`config.mk`:
```
export PLATFORM = sky130hd
export DESIGN_NAME = sram_lane_ctrl
export DESIGN_NICKNAME = d
export VERILOG_FILES = /design/src/rtl/sram_lane_pkg.sv /design/src/rtl/sram_lane_fsm.sv /design/src/rtl/sram_lane_dp.sv /design/src/rtl/sram_lane_ctrl.sv
export SDC_FILE = /design/constraint.sdc
export NUM_CORES = 1
export LEC_CHECK = 0
export ABC_AREA = 1
export ABC_CLOCK_PERIOD_IN_PS = 1450
export BUFFER_PORTS_ARGS = -buffer_cell sky130_fd_sc_hd__buf_4
export CORE_AREA = 2 2 96 70
export CTS_CLUSTER_SIZE = 16
export DETAILED_ROUTE_END_ITERATION = 16
export DIE_AREA = 0 0 98 72
export GPL_TIMING_DRIVEN = 0
export PLACE_DENSITY = 0.74
export SETUP_SLACK_MARGIN = 0.2
export SLEW_MARGIN = 20
export SYNTH_ARGS = -nofsm -noshare
export SYNTH_HDL_FRONTEND = slang
export SYNTH_SLANG_ARGS = --single-unit
```
`constraint.sdc`:
```
create_clock -name clk -period 1.45 [get_ports clk]
set_clock_uncertainty 0.2 [all_clocks]
set_input_delay 0.29 -clock clk [delete_from_list [all_inputs] [get_ports clk]]
set_output_delay 0.29 -clock clk [all_outputs]
set_load 0.01 [all_outputs]
```
`src/rtl/sram_lane_pkg.sv`:
```
package sram_lane_pkg;

  typedef enum logic [2:0] {
    ST_IDLE,
    ST_TURN,
    ST_SETUP,
    ST_STROBE,
    ST_HOLD,
    ST_DONE
  } ctrlState_e;

  // Strobes from the control unit to the datapath and pins.
  typedef struct packed {
    logic capture;   // load host request this cycle
    logic selOn;     // chip selected
    logic wrOn;      // write strobe active
    logic rdOn;      // output enable active
    logic driveOn;   // controller drives the bus
    logic sampleOn;  // last read strobe cycle
    logic doneOn;    // completion pulse
  } laneStrobe_t;

endpackage

```
`src/rtl/sram_lane_fsm.sv`:
```
module sram_lane_fsm
  import sram_lane_pkg::*;
#(
  parameter int STROBE_CYC = 6
) (
  input  logic        clk,
  input  logic        rst,
  input  logic        reqValid,
  input  logic        reqWrite,
  input  logic        reqNone,
  output laneStrobe_t strobe
);

  localparam int CNT_W = (STROBE_CYC > 1) ? $clog2(STROBE_CYC) : 1;
  localparam logic [CNT_W-1:0] CNT_LAST = CNT_W'(STROBE_CYC - 1);
  localparam int RUN_W = $clog2(STROBE_CYC + 2);

  ctrlState_e stateQ, stateD;
  logic [CNT_W-1:0] cntQ, cntD;
  logic isWriteQ, isWriteD;
  logic rdTailQ, rdTailD;
  logic selQ, wrQ, rdQ, driveQ, sampleQ, doneQ;
  logic accept;

  assign accept = (stateQ == ST_IDLE) && reqValid;

  always_comb begin
    stateD   = stateQ;
    cntD     = cntQ;
    isWriteD = isWriteQ;
    case (stateQ)
      ST_IDLE: begin
        if (reqValid) begin
          isWriteD = reqWrite;
          if (reqNone)                 stateD = ST_DONE;
          else if (reqWrite && rdTailQ) stateD = ST_TURN;
          else                          stateD = ST_SETUP;
        end
      end
      ST_TURN:  stateD = ST_SETUP;
      ST_SETUP: begin
        stateD = ST_STROBE;
        cntD   = '0;
      end
      ST_STROBE: begin
        if (cntQ == CNT_LAST) stateD = isWriteQ ? ST_HOLD : ST_DONE;
        else                  cntD   = cntQ + 1'b1;
      end
      ST_HOLD:  stateD = ST_DONE;
      ST_DONE:  stateD = ST_IDLE;
      default:  stateD = ST_IDLE;
    endcase
  end

  // Read tail: high from the end of a read strobe through the next idle cycle.
  always_comb begin
    if (stateQ == ST_STROBE && stateD == ST_DONE) rdTailD = 1'b1;
    else if (stateQ == ST_DONE)                   rdTailD = rdTailQ;
    else                                          rdTailD = 1'b0;
  end

  always_ff @(posedge clk) begin
    if (rst) begin
      stateQ   <= ST_IDLE;
      cntQ     <= '0;
      isWriteQ <= 1'b0;
      rdTailQ  <= 1'b0;
      selQ     <= 1'b0;
      wrQ      <= 1'b0;
      rdQ      <= 1'b0;
      driveQ   <= 1'b0;
      sampleQ  <= 1'b0;
      doneQ    <= 1'b0;
    end else begin
      stateQ   <= stateD;
      cntQ     <= cntD;
      isWriteQ <= isWriteD;
      rdTailQ  <= rdTailD;
      selQ     <= (stateD == ST_SETUP) || (stateD == ST_STROBE) || (stateD == ST_HOLD);
      wrQ      <= (stateD == ST_STROBE) && isWriteD;
      rdQ      <= (stateD == ST_STROBE) && !isWriteD;
      driveQ   <= isWriteD && ((stateD == ST_SETUP) || (stateD == ST_STROBE) || (stateD == ST_HOLD));
      sampleQ  <= (stateD == ST_STROBE) && !isWriteD && (cntD == CNT_LAST);
      doneQ    <= (stateD == ST_DONE);
    end
  end

  always_comb begin
    strobe.capture  = accept;
    strobe.selOn    = selQ;
    strobe.wrOn     = wrQ;
    strobe.rdOn     = rdQ;
    strobe.driveOn  = driveQ;
    strobe.sampleOn = sampleQ;
    strobe.doneOn   = doneQ;
  end

  // Run-length counters for strobe-width checks.
  logic [RUN_W-1:0] wrRunQ, rdRunQ;
  always_ff @(posedge clk) begin
    if (rst) begin
      wrRunQ <= '0;
      rdRunQ <= '0;
    end else begin
      wrRunQ <= wrQ ? wrRunQ + 1'b1 : '0;
      rdRunQ <= rdQ ? rdRunQ + 1'b1 : '0;
    end
  end

  assert_ready_pulse_R10: assert property (@(posedge clk) disable iff (rst)
    doneQ |=> !doneQ);

  assert_idle_deselect_R2: assert property (@(posedge clk) disable iff (rst)
    (stateQ == ST_IDLE) |-> !selQ);

  assert_we_width_R3: assert property (@(posedge clk) disable iff (rst)
    $fell(wrQ) |-> (wrRunQ == RUN_W'(STROBE_CYC)));

  assert_oe_width_R5: assert property (@(posedge clk) disable iff (rst)
    $fell(rdQ) |-> (rdRunQ == RUN_W'(STROBE_CYC)));

  assert_sample_in_strobe_R5: assert property (@(posedge clk) disable iff (rst)
    sampleQ |-> (rdQ && !wrQ));

endmodule

```
`src/rtl/sram_lane_dp.sv`:
```
module sram_lane_dp #(
  parameter int ADDR_W = 18,
  parameter int DATA_W = 16
) (
  input  logic                  clk,
  input  logic                  rst,
  input  logic                  captureOn,
  input  logic                  selOn,
  input  logic                  driveOn,
  input  logic                  sampleOn,
  input  logic [ADDR_W-1:0]     reqAddr,
  input  logic [DATA_W-1:0]     reqWdata,
  input  logic [DATA_W/8-1:0]   reqMask,
  input  logic [DATA_W-1:0]     memDqIn,
  output logic [ADDR_W-1:0]     memAddr,
  output logic [DATA_W/8-1:0]   memBeN,
  output logic [DATA_W-1:0]     memDqOut,
  output logic [DATA_W-1:0]     rspData
);

  localparam int LANES = DATA_W / 8;

  logic [ADDR_W-1:0] addrQ;
  logic [DATA_W-1:0] wdataQ;
  logic [LANES-1:0]  maskQ;

  always_ff @(posedge clk) begin
    if (rst) begin
      addrQ  <= '0;
      wdataQ <= '0;
      maskQ  <= '0;
    end else if (captureOn) begin
      addrQ  <= reqAddr;
      wdataQ <= reqWdata;
      maskQ  <= reqMask;
    end
  end

  for (genvar l = 0; l < LANES; l++) begin : g_lane
    logic [7:0] laneQ;
    always_ff @(posedge clk) begin
      if (rst || captureOn) laneQ <= '0;
      else if (sampleOn)    laneQ <= maskQ[l] ? memDqIn[l*8 +: 8] : 8'h00;
    end
    assign rspData[l*8 +: 8] = laneQ;
    assign memBeN[l]         = !(selOn && maskQ[l]);
  end

  assign memAddr  = addrQ;
  assign memDqOut = wdataQ;

  assert_addr_hold_R3: assert property (@(posedge clk) disable iff (rst)
    (selOn && $past(selOn)) |-> $stable(memAddr));

  assert_data_hold_R3: assert property (@(posedge clk) disable iff (rst)
    (driveOn && $past(driveOn)) |-> $stable(memDqOut));

endmodule

```
`src/rtl/sram_lane_ctrl.sv`:
```
module sram_lane_ctrl
  import sram_lane_pkg::*;
#(
  parameter int ADDR_W     = 18,
  parameter int DATA_W     = 16,
  parameter int STROBE_CYC = 6
) (
  input  logic                clk,
  input  logic                rst,
  input  logic                reqValid,
  input  logic                reqWrite,
  input  logic [ADDR_W-1:0]   reqAddr,
  input  logic [DATA_W-1:0]   reqWdata,
  input  logic [DATA_W/8-1:0] reqMask,
  output logic                reqReady,
  output logic [DATA_W-1:0]   rspData,
  output logic [ADDR_W-1:0]   memAddr,
  output logic                memCeN,
  output logic                memWeN,
  output logic                memOeN,
  output logic [DATA_W/8-1:0] memBeN,
  output logic [DATA_W-1:0]   memDqOut,
  output logic                memDqOe,
  input  logic [DATA_W-1:0]   memDqIn
);

  laneStrobe_t strobe;

  sram_lane_fsm #(.STROBE_CYC(STROBE_CYC)) u_fsm (
    .clk      (clk),
    .rst      (rst),
    .reqValid (reqValid),
    .reqWrite (reqWrite),
    .reqNone  (~|reqMask),
    .strobe   (strobe)
  );

  sram_lane_dp #(.ADDR_W(ADDR_W), .DATA_W(DATA_W)) u_dp (
    .clk       (clk),
    .rst       (rst),
    .captureOn (strobe.capture),
    .selOn     (strobe.selOn),
    .driveOn   (strobe.driveOn),
    .sampleOn  (strobe.sampleOn),
    .reqAddr   (reqAddr),
    .reqWdata  (reqWdata),
    .reqMask   (reqMask),
    .memDqIn   (memDqIn),
    .memAddr   (memAddr),
    .memBeN    (memBeN),
    .memDqOut  (memDqOut),
    .rspData   (rspData)
  );

  assign memCeN   = !strobe.selOn;
  assign memWeN   = !strobe.wrOn;
  assign memOeN   = !strobe.rdOn;
  assign memDqOe  = strobe.driveOn;
  assign reqReady = strobe.doneOn;

  assert_no_bus_fight_R7: assert property (@(posedge clk) disable iff (rst)
    memDqOe |-> memOeN);

  assert_release_after_read_R7: assert property (@(posedge clk) disable iff (rst)
    $rose(memOeN) |-> !memDqOe);

  assert_we_setup_R3: assert property (@(posedge clk) disable iff (rst)
    $fell(memWeN) |-> !$past(memCeN));

  assert_we_hold_R3: assert property (@(posedge clk) disable iff (rst)
    $rose(memWeN) |-> (!memCeN && memDqOe));

  assert_deselect_lanes_R2: assert property (@(posedge clk) disable iff (rst)
    memCeN |-> (&memBeN));

endmodule

```
Word-level counts from Yosys, hierarchy flattened
Index checks and enable logic that the tools add are counted.

Bits in registers: 66. Latch bits: 0. Bits in writable memories: 0. Memory bits (read-only): 0. Input bits: 56. Output and inout port bits: 57. Logic and storage cells: 62. Memories kept: 0.

$add $sub $neg: 1. Multipliers: 0. Divide/modulo/power cells: 0. Magnitude comparators: 0. Equal/unequal tests: 12. Shift-type cells: 0. Mux-type cells: 14. Bitwise operators: 0. Reductions and logical operators: 20.

Operators with widths (number): $eq 3x3->1 const B (6); $mux 8 (2); $pmux 3 s5 (1); $eq 3x2->1 const B (4); $mux 3 (4); $logic_and 1x1->1 (9); $logic_not 1->1 (6); $pmux 3 s2 (1); $mux 1 (5); $add 3x1->3 const B (1); $eq 3x1->1 const B (1); $logic_not 3->1 (1); $logic_or 1x1->1 (3); $mux 2 (1); $ne 2x1->1 const B (1); $reduce_or 2->1 (1).

Longest topological paths before layout
Depth in word-level cells: 9. Mapped depth: 10. Mapped depth without buffers: 10.

Hierarchy
Synthesis repeated with hierarchy kept, for this count alone.

Cells, all modules: 331. Area total of the unflattened synthesis: 2656.3 um^2.

By module, submodules not included: sram_lane_dp (times used 1, cells an instance 230, area each 1950.6 um^2, seq. area each 1041.0 um^2); sram_lane_fsm (times used 1, cells an instance 97, area each 690.7 um^2, seq. area each 280.3 um^2); sram_lane_ctrl (times used 1, cells an instance 4, area each 15.0 um^2, seq. area each 0.0 um^2).

Worst setup path before layout
OpenSTA, ideal clock, no wires.

Path type: register to register. From: reg u_fsm.cntQ[0]. To: reg u_fsm.driveQ. Setup time: 120 ps. Arrival: 1145 ps. Data required time: 1130 ps. Slack: -15 ps. Cell stages (with the launch flop): 9. Path buffers: 0. Clock period less this slack: 1465 ps. Path through: dfxtp_1 > ha_1 > nand2_1 > o21ai_2 > nand2_1 > a21oi_1 > nand2_1 > nand2_1 > nor2_1.

Longest elaborated chain between the ends: 7. Elaborated cells between the ends (all ways): 9. Classes of those cells: eq/ne: 4; mux: 2; reduce/logical: 3.

RTL lines: start: declaration (line sram_lane_fsm.sv:19) `logic [CNT_W-1:0] cntQ, cntD;`; start signal: assignment (line sram_lane_fsm.sv:76) `cntQ <= cntD;`; $eq 3x3->1 * (line sram_lane_fsm.sv:46) `if (cntQ == CNT_LAST) stateD = isWriteQ ? ST_HOLD : ST_DONE;`; $mux 3 * (line sram_lane_fsm.sv:46); $pmux 3 s5 * (line sram_lane_fsm.sv:31) `case (stateQ)`; $eq 3x2->1 (line sram_lane_fsm.sv:82) `driveQ <= isWriteD && ((stateD == ST_SETUP) || (stateD == ST_STROBE) || (stateD == ST_HOLD));`; $logic_or 1x1->1 (line sram_lane_fsm.sv:82); $logic_or 1x1->1 * (line sram_lane_fsm.sv:82); $logic_and 1x1->1 * (line sram_lane_fsm.sv:82); end signal: assignment (line sram_lane_fsm.sv:82); end: declaration (line sram_lane_fsm.sv:22) `logic selQ, wrQ, rdQ, driveQ, sampleQ, doneQ;`.

Mark *: on every way between the ends. The rest lies on a longest branch, timed or not. A chain may end at the register's enable or synchronous reset.

Worst setup path after layout
From: reg u_fsm.stateQ[1]. To: reg u_fsm.rdTailQ.

Longest elaborated chain between the ends: 5. Elaborated cells between the ends (all ways): 13. Classes of those cells: eq/ne: 7; mux: 4; reduce/logical: 2.

RTL lines: start: declaration (line sram_lane_fsm.sv:18) `ctrlState_e stateQ, stateD;`; start signal: assignment (line sram_lane_fsm.sv:75) `stateQ <= stateD;`; $eq 3x3->1 (tied with other cells) (line sram_lane_fsm.sv:31); $pmux 3 s5 (line sram_lane_fsm.sv:31); $eq 3x3->1 (line sram_lane_fsm.sv:57) `if (stateQ == ST_STROBE && stateD == ST_DONE) rdTailD = 1'b1;`; $logic_and 1x1->1 (line sram_lane_fsm.sv:57); $ne 2x1->1 (no source line) or $mux 1 (tied branches); end signal: assignment (line sram_lane_fsm.sv:78) `rdTailQ <= rdTailD;`; end: declaration (line sram_lane_fsm.sv:21) `logic rdTailQ, rdTailD;`.

Parallel ways exist; a longest one is shown, timed or not.

==> impl_metrics.env <==
export IMPL_status="complete, but fails checks"
export IMPL_violations="setup timing"
export IMPL_syn_inst=327
export IMPL_start_util=0.410
export IMPL_fp_dieArea_um2=7060
export IMPL_synth_seq_cells=66
export IMPL_cp_arrival_ns=1.62
export IMPL_antenna_left=0
export IMPL_yosys_warnings=0
export IMPL_drc_errors=0
export IMPL_fin_crit_ns=1.54
export IMPL_start_kind="flop"
export IMPL_dp_cells=516
export IMPL_endpoint_kind="flop"
export IMPL_relSlewSlack=0.622
export IMPL_syn_area_per_cell_um2=7.64
export IMPL_peakVddDrop_v=0.00104
export IMPL_hold_worst_slack_ns=0.0151
export IMPL_worstPathCellList="nor2_4 > nand3_4 > nor2_2 > nor2_2 > buf_4 > nor2_2 > nand2_1 > nand2_1"
export IMPL_dr_pass1_iters=5
export IMPL_coreArea_um2=6100
export IMPL_r2r_setup_slack_ns=-0.09
export IMPL_setup_tns_ns=-0.606
export IMPL_max_freq_mhz=651
export IMPL_synth_nets=385
export IMPL_ff2ff_path_depth=8
export IMPL_chipHeight_um=72
export IMPL_worst_slack_ns=-0.0859
export IMPL_portBuffers=111
export IMPL_cts_buffers=9
export IMPL_io_pins=113
export IMPL_cts_num_sinks=66
export IMPL_dp_slack_ns=-0.114
export IMPL_nets=566
export IMPL_clock_latency_ns=0.34
export IMPL_final_core_util=0.778
export IMPL_post_dp_hpwl_um=5030
export IMPL_postPlaceCellArea_um2=3500
export IMPL_r2r_start="u_fsm.stateQ[1]"
export IMPL_layout_drive_gt1_share=0.534
export IMPL_synth_top_area_cell="dfxtp_1"
export IMPL_finalCritPeriodShare=1.06
export IMPL_synth_area_top_cells="dfxtp_1 (53%), nand2_1 (17%), a21oi_1 (11%), nand3_1 (4.2%), inv_1 (2.7%)"
export IMPL_critPathMaxFanout=5
export IMPL_worstReg2RegEnd="u_fsm.rdTailQ"
export IMPL_antenna_found_initial=0
export IMPL_antenna_cells=0
export IMPL_cts_max_path_buffers=2
export IMPL_viasPerCell=5.01
export IMPL_grt_pass1_vias=2835
export IMPL_leakagePower_nw=2.11
export IMPL_cp_slowest_stage_delay_ns=0.37
export IMPL_holdCritPathClass="in2reg"
export IMPL_stdcell_count=591
export IMPL_power_mw=5.69
export IMPL_hp_start="reqWdata[0]"
export IMPL_synth_distinct_cells=23
export IMPL_path_buf_inv=1
export IMPL_criticalPathCategory="reg2reg"
export IMPL_synthesis_area_um2=2500
export IMPL_worst_pin_slew_ns=0.567
export IMPL_final_cell_mix="nand2_1 (105), buf_4 (81), buf_6 (63), dfxtp_2 (58), a21oi_1 (48)"
export IMPL_p_per_area_nw_per_um2=1200
export IMPL_rows=24
export IMPL_path_delay_family="simple AND/OR/NAND/NOR gates"
export IMPL_drt_iter0_markers=98
export IMPL_grt_overflow_total=0
export IMPL_hold_viol=0
export IMPL_slowest_stage="dfxtp_4"
export IMPL_track_usage=0.249
export IMPL_drv_slew=0
export IMPL_hold_depth=3
export IMPL_grt_setup_unrepaired="true"
export IMPL_finalWirelength_um=9120
export IMPL_crit_top_cell="nor2_2"
export IMPL_htree_levels=3
export IMPL_yosysSeqAreaShare=0.529
export IMPL_hold_end="u_dp.memDqOut[0]"
export IMPL_crit_required_ns=1.54
export IMPL_place_congestion=0.901
export IMPL_yosysTopAreaCellShare=0.529
export IMPL_cts_root_buf="clkbuf_8"
export IMPL_wl_per_cell_um=15.4
export IMPL_drv_cap=0
export IMPL_grt_first_pass_wirelength_um=13800
export IMPL_die_w_um=98
export IMPL_grt_max_degree=12
export IMPL_worstSetupPathDepth=8
export IMPL_cts_clk_slew_worst_paths_ns=0.07
export IMPL_setup_viol=21
export IMPL_area_growth_pct=89.7
export IMPL_num_vias=2959
export IMPL_final_cell_area_um2=4740
export IMPL_layout_commonest_cell="nand2_1"
export IMPL_cts_tree="done"
-- cell usage after synthesis (all sizes together) --
| cell type | number |
|---|---|
| nor2 | 20 |
| a21oi | 53 |
| a22oi | 1 |
| buf | 8 |
| inv | 20 |
| o21ai | 2 |
| mux2i | 1 |
| nand4 | 2 |
| nor3 | 1 |
| dfxtp | 66 |
| a31oi | 1 |
| xor2 | 1 |
| ha | 2 |
| nand2 | 117 |
| nand3 | 22 |
| clkbuf | 10 |
-- worst max-delay path by stage --
stage,to,start,slack [ns]
2_1_floorplan,u_fsm.driveQ,u_fsm.cntQ[1],0.06
3_5_place_dp,u_fsm.selQ,reqMask[0],-0.11
4_1_cts,u_fsm.driveQ,u_fsm.cntQ[1],-0.04
5_1_grt,u_fsm.wrQ,u_fsm.stateQ[1],-0.15
6_report,u_fsm.rdTailQ,u_fsm.stateQ[1],-0.09
3_3_place_gp,u_fsm.driveQ,reqMask[0],-0.11
-- flip-flops by register name, indices dropped and copies added (netlist names) --
register	flops
u_fsm.selQ	1
u_fsm.isWriteQ	1
u_dp.maskQ	2
u_dp.memAddr	18
u_fsm.doneQ	1
u_fsm.rdQ	1
u_fsm.sampleQ	1
u_fsm.wrQ	1
u_dp.memDqOut	16
u_dp.g_lane.laneQ	16
u_fsm.driveQ	1
u_fsm.cntQ	3
u_fsm.stateQ	3
u_fsm.rdTailQ	1
-- worst min-delay path, delay by kind of cell --
family / cells / cell delay (ns)
buffers and inverters: 1 / 0.11
AND/OR/NAND/NOR: 1 / 0.06
AO/OA/AOI/OAI: 1 / 0.05
-- report_power, final --
group / internal, mW / switching (mW)
Clock: 1.11 / 0.701
Combinational: 0.898 / 0.822
Sequential: 2.01 / 0.151
-- cell type report --
| class | instances | area [um^2] |
|---|---|---|
| Fill cell | 408 | 1360 |
| Clock inverter | 4 | 72.6 |
| Buffer | 18 | 158 |
| Timing Repair Buffer | 170 | 1570 |
| Tap cell | 78 | 97.6 |
| Clock buffer | 12 | 165 |
| Sequential cell | 66 | 1410 |
| Inverter | 20 | 82.6 |
| Multi-Input combinational cell | 223 | 1190 |
-- logic make-up (layout without fill, tap and decap cells) --
| family | after synthesis | after routing | share of synthesized area |
|---|---|---|---|
| simple gates | 162 | 162 | 0.268 |
| flops | 66 | 66 | 0.529 |
| compound gates | 57 | 57 | 0.117 |
| buf+inv | 38 | 224 | 0.0636 |
| fa+ha+maj | 2 | 2 | 0.0100 |
| xor+xnor | 1 | 1 | 0.00351 |
| mux | 1 | 1 | 0.00901 |
-- timing repair --
action | CTS | global route
hold buffers | 30 | 0
endpoints found under the setup margin | 117 | 123
hold endpoints to repair | 30 | 0
pin swaps | 8 | 4
cloned | 2 | 1
gates resized for setup | 146 | 34
buffers inserted | 18 | 8
-- metal layers --
layer,track usage,part of all wire
met1,0.289,0.41
met2,0.434,0.49
met3,0.0886,0.086
met4,0.0849,0.019
met5,0,0
Power figures use the tool's default switching activity.
